**config.mk**
```make
export PLATFORM = sky130hd
export DESIGN_NAME = hbus_if
export DESIGN_NICKNAME = d
export VERILOG_FILES = /design/src/rtl/hbus_pkg.sv /design/src/rtl/hbus_strobe.sv /design/src/rtl/hbus_ctrl.sv /design/src/rtl/hbus_rdmux.sv /design/src/rtl/hbus_if.sv
export SDC_FILE = /design/constraint.sdc
export NUM_CORES = 1
export LEC_CHECK = 0
export BUFFER_PORTS_ARGS = -buffer_cell sky130_fd_sc_hd__buf_2
export CORE_MARGIN = 2
export CORE_UTILIZATION = 45
export DETAILED_ROUTE_END_ITERATION = 6
export GPL_ROUTABILITY_DRIVEN = 0
export PLACE_DENSITY = 0.75
export SLEW_MARGIN = 5
export SYNTH_ARGS = -nofsm -noshare
export SYNTH_HDL_FRONTEND = slang
export SYNTH_SLANG_ARGS = --single-unit
```
**constraint.sdc**
```tcl
create_clock -name clk -period 1.4 [get_ports clk]
set_clock_uncertainty 0.1 [all_clocks]
set_input_delay 0.28 -clock clk [delete_from_list [all_inputs] [get_ports clk]]
set_output_delay 0.28 -clock clk [all_outputs]
set_load 0.05 [all_outputs]
```
**src/rtl/hbus_pkg.sv**
```systemverilog
package hbus_pkg;

  typedef enum logic [1:0] {
    SEL_LO   = 2'd0,
    SEL_HI   = 2'd1,
    SEL_REG  = 2'd2,
    SEL_RSVD = 2'd3
  } sel_t;

  localparam int unsigned CB_MODE = 0;
  localparam int unsigned CB_CAL  = 1;
  localparam int unsigned CB_SHC  = 2;
  localparam int unsigned CB_PDN  = 3;
  localparam int unsigned CB_PF   = 5;
  localparam int unsigned CB_CERR = 6;
  localparam int unsigned CB_BUSY = 7;

  typedef struct packed {
    logic pdown;
    logic shc;
    logic mode;
  } ctrl_t;

  function automatic sel_t decode_sel(input logic sfr_i, input logic hbe_i);
    case ({sfr_i, hbe_i})
      2'b00:   decode_sel = SEL_LO;
      2'b01:   decode_sel = SEL_HI;
      2'b11:   decode_sel = SEL_REG;
      default: decode_sel = SEL_RSVD;
    endcase
  endfunction

endpackage

```
**src/rtl/hbus_strobe.sv**
```systemverilog
module hbus_strobe
  import hbus_pkg::*;
#(
  parameter int unsigned DW = 8,
  parameter int unsigned AW = 2
) (
  input  logic          clk,
  input  logic          rst_n,
  input  logic          cs_n,
  input  logic          rd_n,
  input  logic          wr_n,
  input  logic          hbe,
  input  logic          sfr,
  input  logic [DW-1:0] din,
  input  logic [AW-1:0] addr,
  output logic          rd_act,
  output sel_t          rd_sel,
  output logic          wr_commit,
  output sel_t          cap_sel,
  output logic [DW-1:0] cap_din,
  output logic [AW-1:0] cap_addr
);

  logic wr_act;
  logic wr_q;

  // Internal strobes: NOR of select and direction strobe
  assign rd_act = ~(cs_n | rd_n);
  assign wr_act = ~(cs_n | wr_n);
  assign rd_sel = decode_sel(sfr, hbe);

  // Write acts on the strobe's trailing (rising) edge, using the last
  // values seen while it was active
  assign wr_commit = wr_q & ~wr_act;

  always_ff @(posedge clk or negedge rst_n) begin
    if (!rst_n) begin
      wr_q     <= 1'b0;
      cap_sel  <= SEL_LO;
      cap_din  <= '0;
      cap_addr <= '0;
    end else begin
      wr_q <= wr_act;
      if (wr_act) begin
        cap_sel  <= decode_sel(sfr, hbe);
        cap_din  <= din;
        cap_addr <= addr;
      end
    end
  end

endmodule

```
**src/rtl/hbus_ctrl.sv**
```systemverilog
module hbus_ctrl
  import hbus_pkg::*;
#(
  parameter int unsigned DW = 8,
  parameter int unsigned AW = 2
) (
  input  logic          clk,
  input  logic          rst_n,
  input  logic          wr_commit,
  input  sel_t          cap_sel,
  input  logic [DW-1:0] cap_din,
  input  logic [AW-1:0] cap_addr,
  input  logic          busy,
  input  logic          cal_start,
  input  logic          cal_ovf,
  input  logic          power_fail,
  output ctrl_t         ctrl,
  output logic          pf_flag,
  output logic          cerr_flag,
  output logic [AW-1:0] chan,
  output logic          start_req,
  output logic          cal_req
);

  always_ff @(posedge clk or negedge rst_n) begin
    if (!rst_n) begin
      ctrl      <= '0;
      pf_flag   <= 1'b0;
      cerr_flag <= 1'b0;
      chan      <= '0;
      start_req <= 1'b0;
      cal_req   <= 1'b0;
    end else begin
      start_req <= 1'b0;
      cal_req   <= 1'b0;

      if (cal_ovf)        cerr_flag <= 1'b1;
      else if (cal_start) cerr_flag <= 1'b0;

      if (power_fail) begin
        pf_flag <= 1'b1;
        ctrl    <= '0;
        cal_req <= 1'b1;
      end else if (wr_commit) begin
        case (cap_sel)
          SEL_REG: begin
            ctrl.mode  <= cap_din[CB_MODE];
            ctrl.shc   <= cap_din[CB_SHC];
            ctrl.pdown <= cap_din[CB_PDN];
            if (!cap_din[CB_PF]) pf_flag <= 1'b0;
            chan <= cap_addr;
            if (cap_din[CB_CAL]) cal_req   <= 1'b1;
            else                 start_req <= ~busy;
          end
          SEL_LO, SEL_HI: begin
            chan      <= cap_addr;
            start_req <= ~busy & ~ctrl.shc;
          end
          default: ;
        endcase
      end
    end
  end

endmodule

```
**src/rtl/hbus_rdmux.sv**
```systemverilog
module hbus_rdmux
  import hbus_pkg::*;
#(
  parameter int unsigned DW = 8,
  parameter int unsigned RW = 12
) (
  input  logic          clk,
  input  logic          rst_n,
  input  logic          rd_act,
  input  sel_t          rd_sel,
  input  ctrl_t         ctrl,
  input  logic          pf_flag,
  input  logic          cerr_flag,
  input  logic          busy,
  input  logic          cal_active,
  input  logic [RW-1:0] result,
  output logic          bus_oe,
  output logic [DW-1:0] bus_dout
);

  localparam int unsigned HW  = RW - DW;
  localparam int unsigned PAD = DW - 1 - HW;

  logic          busy_q;
  logic [RW-1:0] hold;
  logic [RW-1:0] shown;
  logic [DW-1:0] reg_byte;

  // Output holding register: loaded when a conversion finishes
  always_ff @(posedge clk or negedge rst_n) begin
    if (!rst_n) begin
      busy_q <= 1'b0;
      hold   <= '0;
    end else begin
      busy_q <= busy;
      if (busy_q && !busy) hold <= result;
    end
  end

  assign shown = ctrl.mode ? hold : result;

  always_comb begin
    reg_byte          = '0;
    reg_byte[CB_MODE] = ctrl.mode;
    reg_byte[CB_CAL]  = cal_active;
    reg_byte[CB_SHC]  = ctrl.shc;
    reg_byte[CB_PDN]  = ctrl.pdown;
    reg_byte[CB_PF]   = pf_flag;
    reg_byte[CB_CERR] = cerr_flag;
    reg_byte[CB_BUSY] = busy;
  end

  always_comb begin
    bus_oe   = rd_act;
    bus_dout = '0;
    if (rd_act) begin
      case (rd_sel)
        SEL_LO:  bus_dout = shown[DW-1:0];
        SEL_HI:  bus_dout = {busy, {PAD{1'b0}}, shown[RW-1:DW]};
        SEL_REG: bus_dout = reg_byte;
        default: bus_dout = '0;
      endcase
    end
  end

endmodule

```
**src/rtl/hbus_if.sv**
```systemverilog
module hbus_if
  import hbus_pkg::*;
#(
  parameter int unsigned DW = 8,
  parameter int unsigned RW = 12,
  parameter int unsigned AW = 2
) (
  input  logic          clk,
  input  logic          rst_n,
  input  logic          cs_n,
  input  logic          rd_n,
  input  logic          wr_n,
  input  logic          hbe,
  input  logic          sfr,
  input  logic [DW-1:0] din,
  input  logic [AW-1:0] addr,
  output logic          bus_oe,
  output logic [DW-1:0] bus_dout,
  input  logic          busy,
  input  logic          cal_active,
  input  logic          cal_start,
  input  logic          cal_ovf,
  input  logic          power_fail,
  input  logic [RW-1:0] result,
  output logic          start_req,
  output logic          cal_req,
  output logic [AW-1:0] chan,
  output logic          mode_latched,
  output logic          shc_mode,
  output logic          pdown
);

  logic          rd_act;
  sel_t          rd_sel;
  logic          wr_commit;
  sel_t          cap_sel;
  logic [DW-1:0] cap_din;
  logic [AW-1:0] cap_addr;
  ctrl_t         ctrl;
  logic          pf_flag;
  logic          cerr_flag;

  hbus_strobe #(.DW(DW), .AW(AW)) u_strobe (
    .clk(clk), .rst_n(rst_n), .cs_n(cs_n), .rd_n(rd_n), .wr_n(wr_n),
    .hbe(hbe), .sfr(sfr), .din(din), .addr(addr),
    .rd_act(rd_act), .rd_sel(rd_sel), .wr_commit(wr_commit),
    .cap_sel(cap_sel), .cap_din(cap_din), .cap_addr(cap_addr)
  );

  hbus_ctrl #(.DW(DW), .AW(AW)) u_ctrl (
    .clk(clk), .rst_n(rst_n), .wr_commit(wr_commit), .cap_sel(cap_sel),
    .cap_din(cap_din), .cap_addr(cap_addr), .busy(busy),
    .cal_start(cal_start), .cal_ovf(cal_ovf), .power_fail(power_fail),
    .ctrl(ctrl), .pf_flag(pf_flag), .cerr_flag(cerr_flag), .chan(chan),
    .start_req(start_req), .cal_req(cal_req)
  );

  hbus_rdmux #(.DW(DW), .RW(RW)) u_rdmux (
    .clk(clk), .rst_n(rst_n), .rd_act(rd_act), .rd_sel(rd_sel),
    .ctrl(ctrl), .pf_flag(pf_flag), .cerr_flag(cerr_flag), .busy(busy),
    .cal_active(cal_active), .result(result),
    .bus_oe(bus_oe), .bus_dout(bus_dout)
  );

  assign mode_latched = ctrl.mode;
  assign shc_mode     = ctrl.shc;
  assign pdown        = ctrl.pdown;

endmodule

```
==> results of run 1 <==
-- synthesized netlist by cell type --
cell,n
clkbuf_1,1
o21ai_2,1
nand2b_1,9
o31ai_1,1
buf_4,1
nor2_2,1
a211oi_2,1
a21o_1,3
or3_1,1
ha_1,5
o21ai_0,1
nor4_1,2
inv_1,4
nor3_4,1
mux2i_1,7
mux2_2,28
dfrtp_1,32
a211oi_1,1
and2_1,1
nand2_1,1
a22oi_1,3
o211ai_1,3
a21oi_1,1
buf_2,2
nand3_1,6
o22a_1,1
nor2_1,11
-- layer usage --
layer  vias up  wire [um]  global-route usage [%]
li1        600          -                       -
met1       604       1489                   23.63
met2        39       1759                   32.76
met3         5        209                   6.964
met4         0         40                   6.250
met5         -          0                       0
-- state kept, by name, indices dropped and copies added, names as in the netlist --
signal and cells:
u_rdmux.hold 12, u_strobe.cap_din 5, u_ctrl.ctrl 3, u_ctrl.chan 2, u_strobe.cap_addr 2, u_strobe.cap_sel 2
u_ctrl.cal_req 1, u_ctrl.cerr_flag 1, u_ctrl.pf_flag 1, u_ctrl.start_req 1, u_rdmux.busy_q 1, u_strobe.wr_q 1
-- how the worst min path moves through the flow --
stage,from,to,slack (ns),cells past startpoint
global placement,rst_n,u_rdmux.hold[4],0.22,2
floorplan,rst_n,u_ctrl.cal_req,-0.12,0
finish,cal_ovf,u_ctrl.cerr_flag,0.03,2
CTS,cal_ovf,u_ctrl.cerr_flag,0.01,2
detailed placement,rst_n,u_rdmux.hold[10],0.22,2
global route,busy,u_rdmux.busy_q,0.0006,1
-- stage by stage --
step	power [mW]	worst slack, ns	utilization (%)
CTS	2.272	-0.6167	66.41
detailed placement	1.693	-0.5326	61.31
global placement	1.673	-0.4527	61.31
finish	2.258	-0.5800	67.75
global route	2.397	-0.6800	67.75
floorplan	1.497	-0.6018	-
-- power groups by stage --
stage          logic [mW]  registers, mW  clock network, mW
6_report            0.590           1.12              0.545
3_5_place_dp        0.553           1.14                  0
4_1_cts             0.585           1.12              0.565
3_3_place_gp        0.540           1.13                  0
5_1_grt             0.641           1.14              0.615
2_1_floorplan       0.274           1.22                  0
-- cell type report --
type | count | share of cell area (%)
clock buffers | 8 | 2.581
inverters | 4 | 0.6590
multi-input cells | 89 | 37.89
flip-flops and latches | 32 | 35.20
well taps | 46 | 2.526
repair buffers | 69 | 21.14
-- worst reg2reg max path, stage by stage (launching register included) --
cell	delay [ns]
dfrtp_1	0.44
a211oi_2	0.25
mux2_2	0.36
-- what timing repair did --
item / in CTS / in global routing
gates resized for setup: 28 / 8
endpoints found under the hold margin: 32 / 0
setup buffers: 2 / 4
hold buffers: 1 / 0
pin swaps: 9 / 6
endpoints found under the setup margin: 10 / 11
-- cell families (layout without fill, tap and decap cells) --
family                   count (synthesis)  count (layout)  synth area share (%)
multiplexers                            35              35                 24.29
flip-flops                              32              32                 50.47
AND/OR/NAND/NOR                         33              33                 11.28
buffers and inverters                    8              81                 2.287
AO/OA/AOI/OAI                           16              16                 7.728
adder cells (fa/ha/maj)                  5               5                 3.943
==> results_dict.tcl, run 1 <==
set metrics [dict create \
    status "finished, violations left" \
    violations "negative setup slack" \
    synth_nets 168 \
    switching_power_mw 0.6911 \
    drt_iter0_drc 44 \
    ff2ff_path_depth 2 \
    p_comb_share_pct 26.1 \
    rows 21 \
    p_int_mw 1.567 \
    synth_area_leaders "dfrtp_1 (50%), mux2_2 (20%), mux2i_1 (4.4%)" \
    cp_data_arrival_time_ns 1.60 \
    synthDistinctLibCells 27 \
    cts_buffers 5 \
    synth_top_cell_area_share_pct 50.47 \
    power.density_nw_per_um2 991.0 \
    fin_crit_ns 1.980 \
    drv_slew 0 \
    worst_slew_pin_slew_ns 0.4037 \
    cp_cell_sequence "buf_4 -> mux2_4 -> a22oi_2 -> nor2_4 -> buf_6" \
    clk_pin_slew_ns 0.10 \
    dp.final_hpwl_um 2592 \
    cts_tree "yes" \
    final_common_cell "buf_2" \
    peakVddDrop_mv 0.8182 \
    die_h_um 63.38 \
    grt_pass1_vias 1348 \
    dp.cells 235 \
    h-tree-depth 2 \
    layout_common_cells "buf_2 (35), dfrtp_1 (31), mux2_2 (24), buf_4 (20), buf_6 (11)" \
    rsz0062_at_grt "yes" \
    port_buffers 46 \
    synth.avg_cell_area_um2 12.30 \
    hold_viol 0 \
    fin_area_um2 2278 \
    hold_path_class "in2reg" \
    start_kind "flop" \
    start_util_pct 47.17 \
    grt_pass1_wl_um 6134 \
    cp-end-kind "output pin" \
    antennaDiodeCount 0 \
    maxCapViolations 0 \
    slew_headroom_pct 73.09 \
    yosysWarnings 0 \
    setup_viol_count_final 9 \
    required_ns 1.02 \
    seq_area_um2 802.0 \
    whs_ns 0.03155 \
    vias 1248 \
    max_clock_freq_mhz 505.1 \
    fillerInstances 282 \
    syn-cell-area_um2 1587 \
    multi_input_area_um2 863.3 \
    routedWlPerCell_um 14.11 \
    clk_path_buf_depth 2 \
    drtAntennaViolNets 0 \
    timing.final.ws_setup_ns -0.5800 \
    clk_latency_ns 0.33 \
    switching_share_pct 30.61 \
    p_seq_share_pct 49.7 \
    detail_route.drc_violations 0 \
    cp_max_fo 6 \
    cts_sinks 32 \
    yosysSeqAreaShare_pct 50.47 \
    grt_max_degree 33 \
    syn2layout_area_growth_pct 43.61 \
    synth_area_leader_cell "dfrtp_1" \
    timing.setup.tns_ns -4.746 \
    placed_area_um2 2062 \
    antenna_found_initial 0 \
    cpPeakStageDelay_ns 0.47 \
    clockRootBuffer "clkbuf_4" \
    final_nets 240 \
    slowest_stage "dfrtp_2" \
    drive_gt1_share_pct 61.39 \
    fin_crit_sh_pct 141.4 \
    gr-usage-all-layers_pct 19.63 \
    crit_family "flip-flops" \
    crit_type "reg2out" \
    io_pins 50 \
    rr_startpoint "u_strobe.cap_sel[1]" \
    synthCells 129 \
    layout.cells.non_filler 248 \
    core_area_um2 3363 \
    dr.pass1.iters 4 \
    gr-total-overflow 0 \
    crit_cells 5 \
    p_leak_nw 1.031 \
    wl_um 3499 \
    dieArea_um2 4016 \
    worst_r2r_endpoint "u_ctrl.chan[0]" \
    postSynthRegisterBits 32 \
    rrSetupSlack_ns 0.14 \
    crit_buf_inv 2 \
    cp-startpoint "u_ctrl.ctrl[0]" \
    die_w_um 63.38 \
    crit_end "bus_dout[5]" \
    viasPerCell 5.032 \
    pwr-share-clk_pct 24.1 \
]
Power figures use the tool's default switching activity.
==> run 2: changes to the inputs <==
--- a/config.mk
+++ b/config.mk
@@ -11,6 +11,7 @@
 export DETAILED_ROUTE_END_ITERATION = 6
 export GPL_ROUTABILITY_DRIVEN = 0
 export PLACE_DENSITY = 0.75
+export RECOVER_POWER = 25
 export SLEW_MARGIN = 5
 export SYNTH_ARGS = -nofsm -noshare
 export SYNTH_HDL_FRONTEND = slang
==> run 2 against run 1 <==
- the run still ends with negative setup slack left
- cell area shrank 0.33%
- sequential share of layout area rose by 0.12 points
- hold slack hardly changed
- largest power group unchanged
- clock-buffer cell count did not move
- maximum frequency is essentially flat
- flip-flop and latch count did not move
==> results_dict.tcl, run 2 (same netlist as run 1, synthesis figures left out) <==
set metrics [dict create \
    status "finished, violations left" \
    vias 1245 \
    final_nets 240 \
    totalPowerFinal_mw 2.255 \
    fin_area_um2 2271 \
    syn2layout_area_growth_pct 43.14 \
    drtAntennaViolNets 0 \
    rr_startpoint "u_strobe.cap_sel[1]" \
    start_kind "flop" \
    maxCapViolations 0 \
    final_util_pct 67.52 \
    core_area_um2 3363 \
    routedWlPerCell_um 14.09 \
    grt_pass1_vias 1348 \
    clk_latency_ns 0.33 \
    whs_ns 0.03182 \
    wl_um 3495 \
    regMostFlops "u_rdmux.hold" \
    peakVddDrop_mv 0.8182 \
    clockRootBuffer "clkbuf_4" \
    max_clock_freq_mhz 505.1 \
    fin_crit_sh_pct 141.4 \
    layout.cells.non_filler 248 \
    h-tree-depth 2 \
    grt_max_degree 33 \
    cp-startpoint "u_ctrl.ctrl[0]" \
    gr-usage-all-layers_pct 19.63 \
    timing.final.ws_setup_ns -0.5797 \
    hold_viol 0 \
    grt_pass1_wl_um 6134 \
    cts_buffers 5 \
    timing.setup.tns_ns -4.744 \
    largest_reg_flops 12 \
    cp_max_fo 6 \
    clk_path_buf_depth 2 \
    worst_slew_pin_slew_ns 0.7941 \
    placed_area_um2 2062 \
    p_leak_nw 1.023 \
    fillerInstances 284 \
    layout_common_cells "buf_2 (34), dfrtp_1 (31), mux2_2 (24), buf_4 (18), buf_6 (11)" \
    hold_path_class "in2reg" \
    dp.cells 235 \
    viasPerCell 5.020 \
    cts_sinks 32 \
    violations "negative setup slack" \
    rows 21 \
    setup_viol_count_final 9 \
    rsz0062_at_grt "yes" \
    largestRegisters "u_rdmux.hold (12), u_strobe.cap_din (5), u_ctrl.ctrl (3)" \
    required_ns 1.02 \
    drt_iter0_drc 41 \
    detail_route.drc_violations 0 \
    cp-end-kind "output pin" \
    crit_type "reg2out" \
    antenna_found_initial 0 \
    hold_start "cal_ovf" \
    cp_data_arrival_time_ns 1.60 \
    dp.final_hpwl_um 2592 \
    cts_tree "yes" \
    preCtsSetupSlack_ns -0.5326 \
    gr-total-overflow 0 \
    drv_slew 0 \
    fin_crit_ns 1.980 \
    power.density_nw_per_um2 993.0 \
    port_buffers 46 \
    drive_gt1_share_pct 60.40 \
    io_pins 50 \
    dr.pass1.iters 4 \
    antennaDiodeCount 0 \
    final_common_cell "buf_2" \
    die_h_um 63.38 \
    dieArea_um2 4016 \
    start_util_pct 47.17 \
    clk_pin_slew_ns 0.10 \
    die_w_um 63.38 \
    slew_headroom_pct 47.06 \
]
-- run 2: cell count changes in the layout (fill, tap and decap cells not counted) --
cell | previous run | this run
clkbuf_2 | 0 | 1
buf_4 | 20 | 18
buf_2 | 35 | 34
clkbuf_1 | 2 | 4
-- run 2: per-layer routing --
metal  vias up  track usage, %  share of wire [%]
li1        599               -                  -
met1       602           23.63                 42
met2        39           32.76                 50
met3         5           6.964                5.9
met4         0           6.250                1.1
met5         -               0                  0
-- run 2: final cells by class --
cell class / count / area (um2) / area share [%]
multi-input combinational: 89 / 863.3 / 38.02
clock buffer: 8 / 58.81 / 2.590
inverter: 4 / 15.01 / 0.6612
timing repair buffer: 69 / 474.2 / 20.88
tap: 46 / 57.56 / 2.534
sequential: 32 / 802.0 / 35.32
-- run 2: worst paths after layout --
check                                   endpoint  slack (ns)  cells past startpoint
worst min register to register   u_rdmux.hold[3]        0.41                      1
max in group asynchronous         u_ctrl.ctrl[0]        0.10                      3
worst max register to register    u_ctrl.chan[0]        0.14                      2
worst max-delay path                 bus_dout[5]       -0.58                      5
worst min-delay path            u_ctrl.cerr_flag        0.03                      2
min in group asynchronous       u_ctrl.cerr_flag        0.53                      3
-- run 2: worst max-delay path, cell delays in order (launching register included) --
cell and delay [ns]:
dfrtp_2 0.47, buf_4 0.15, mux2_4 0.29, a22oi_2 0.17, nor2_4 0.05, buf_6 0.15
-- run 2: repair_timing --
action | CTS | global route
resized for setup | 28 | 8
pin swaps | 9 | 6
endpoints found under the hold margin | 32 | 0
endpoints found under the setup margin | 10 | 11
buffers inserted | 2 | 4
hold buffers | 1 | 0
cloned | 0 | 0
-- run 2: power breakdown --
group	total (mW)	leakage, nW	internal [mW]	switching, mW
clock network	0.545	0.0326	0.248	0.297
logic	0.587	0.611	0.267	0.320
registers	1.12	0.380	1.05	0.0737
==> run 3: changes to the inputs <==
--- a/config.mk
+++ b/config.mk
@@ -12,6 +12,7 @@
 export GPL_ROUTABILITY_DRIVEN = 0
 export PLACE_DENSITY = 0.75
 export RECOVER_POWER = 25
+export SETUP_SLACK_MARGIN = 0.1
 export SLEW_MARGIN = 5
 export SYNTH_ARGS = -nofsm -noshare
 export SYNTH_HDL_FRONTEND = slang
==> run 3 against run 2 <==
- the run still ends with negative setup slack left
- setup slack improved by 0.029 ns
- core utilization grew 1.6 points
- critical path depth did not move
- maximum frequency up 1.5%
- largest power group unchanged
- highest routed layer unchanged
- hold slack gained 0.0061 ns
- flip-flop and latch count unchanged
- clock-buffer cell count is 1 lower
- sequential power hardly changed
- combinational power increased by 9.0%
- cell count down 0.81%
- first-iteration DRC count fell by 20%
==> results_dict.tcl, run 3 (same netlist as run 1, synthesis figures left out) <==
set metrics [dict create \
    worst_r2r_endpoint "u_ctrl.chan[1]" \
    preCtsSetupSlack_ns -0.5317 \
    detail_route.drc_violations 0 \
    max_clock_freq_mhz 512.6 \
    start_kind "flop" \
    dieArea_um2 4016 \
    p_int_mw 1.609 \
    routedWlPerCell_um 14.40 \
    maxCapViolations 0 \
    cts_tree "yes" \
    ff2ff_path_depth 2 \
    regMostFlops "u_rdmux.hold" \
    cts_buffers 5 \
    rrSetupSlack_ns 0.12 \
    grt_pass1_wl_um 5899 \
    vias 1238 \
    final_util_pct 69.12 \
    wl_um 3543 \
    viasPerCell 5.033 \
    gr-total-overflow 0 \
    min_path_cells 2 \
    timing.final.ws_setup_ns -0.5508 \
    clk_path_buf_depth 2 \
    gr-usage-all-layers_pct 18.88 \
    final_nets 238 \
    layout_common_cells "buf_2 (30), dfrtp_1 (29), mux2_2 (25), buf_6 (16), buf_4 (12)" \
    final_common_cell "buf_2" \
    dp.cells 234 \
    drt_iter0_drc 33 \
    clk_latency_ns 0.33 \
    fin_crit_sh_pct 139.3 \
    drtAntennaViolNets 0 \
    start_util_pct 47.17 \
    syn2layout_area_growth_pct 46.53 \
    totalPowerFinal_mw 2.340 \
    rr_startpoint "u_strobe.cap_sel[0]" \
    hold_end "u_ctrl.cerr_flag" \
    cts_sinks 32 \
    setup_viol_count_final 9 \
    peakVddDrop_mv 0.7731 \
    hold_path_class "in2reg" \
    drive_gt1_share_pct 60.50 \
    io_pins 50 \
    status "finished, violations left" \
    h-tree-depth 2 \
    clockRootBuffer "clkbuf_4" \
    required_ns 1.02 \
    die_w_um 63.38 \
    hold_start "cal_ovf" \
    p_leak_nw 1.017 \
    clk_pin_slew_ns 0.11 \
    hold_viol 0 \
    cp_max_fo 6 \
    grt_max_degree 33 \
    largest_reg_flops 12 \
    port_buffers 46 \
    fin_crit_ns 1.951 \
    violations "negative setup slack" \
    rsz0062_at_grt "yes" \
    pwr-share-clk_pct 24.1 \
    switching_share_pct 31.24 \
    cp_data_arrival_time_ns 1.57 \
    rows 21 \
    p_comb_share_pct 27.3 \
    layout.cells.non_filler 246 \
    timing.setup.tns_ns -4.266 \
    cp-end-kind "output pin" \
    antenna_found_initial 0 \
    drv_slew 0 \
    dr.pass1.iters 4 \
    slew_headroom_pct 48.58 \
    die_h_um 63.38 \
    worst_slew_pin_slew_ns 0.7712 \
    p_seq_share_pct 48.5 \
    antennaDiodeCount 0 \
    dp.final_hpwl_um 2558 \
    largestRegisters "u_rdmux.hold (12), u_strobe.cap_din (5), u_ctrl.ctrl (3)" \
    grt_pass1_vias 1314 \
    power.density_nw_per_um2 1007 \
    core_area_um2 3363 \
    crit_type "reg2out" \
    switching_power_mw 0.7310 \
]
run 3: cell types whose count changed in the layout (fill, tap and decap cells not counted), moves of 2 or more:
cell     previous run  this run
dfrtp_1            31        29
buf_6              11        16
dfrtp_2             1         3
buf_4              18        12
buf_2              34        30
run 3: what timing repair did:
action | in CTS | in global routing
endpoints found under the setup margin | 15 | 20
pin swaps | 8 | 6
endpoints found under the hold margin | 32 | 1
buffers inserted | 2 | 1
gates resized for setup | 34 | 16
hold buffers | 1 | 1
run 3: stage by stage:
step	instance area (um2)	hold slack, ns
2_1_floorplan	1667	-0.1156
3_3_place_gp	2069	0.2132
3_5_place_dp	2069	0.2225
4_1_cts	2260	0.01096
5_1_grt	2325	0.03789
6_report	2325	0.03795
run 3: worst max-delay path by stage:
stage                              start           to  cells past startpoint
after detailed placement             sfr  bus_dout[0]                      8
final                     u_ctrl.ctrl[0]  bus_dout[6]                      5
after global placement               sfr  bus_dout[0]                      8
after floorplan           u_ctrl.ctrl[0]  bus_dout[1]                      3
after CTS                 u_ctrl.ctrl[0]  bus_dout[7]                      5
after global routing      u_ctrl.ctrl[0]  bus_dout[6]                      5
run 3: layer usage:
layer / track usage (%) / vias to the layer above / wire length (um)
li1: - / 599 / -
met5: 0 / - / 0
met3: 4.643 / 7 / 183
met2: 32.11 / 39 / 1794
met4: 7.065 / 0 / 53
met1: 23.10 / 593 / 1511
run 3: cell type report:
class / count / area (um2)
clock buffer: 7 / 55.05
clock inverter: 1 / 7.507
fill: 271 / 1039
inverter: 4 / 15.01
multi-input combinational: 89 / 878.3
sequential: 32 / 804.5
tap: 46 / 57.56
timing repair buffer: 67 / 506.7
run 3: worst max-delay path, cell delays in order, from the launching register on:
cell     delay, ns
dfrtp_2       0.39
buf_6         0.14
mux2_2        0.35
a22oi_2       0.19
nor2_4        0.04
buf_6         0.15
run 3: power by group through the flow:
stage	Clock [mW]	Combinational (mW)	Sequential [mW]
floorplan	0	0.275	1.22
global placement	0	0.543	1.13
detailed placement	0	0.557	1.14
CTS	0.576	0.610	1.12
global route	0.639	0.686	1.15
finish	0.565	0.640	1.14
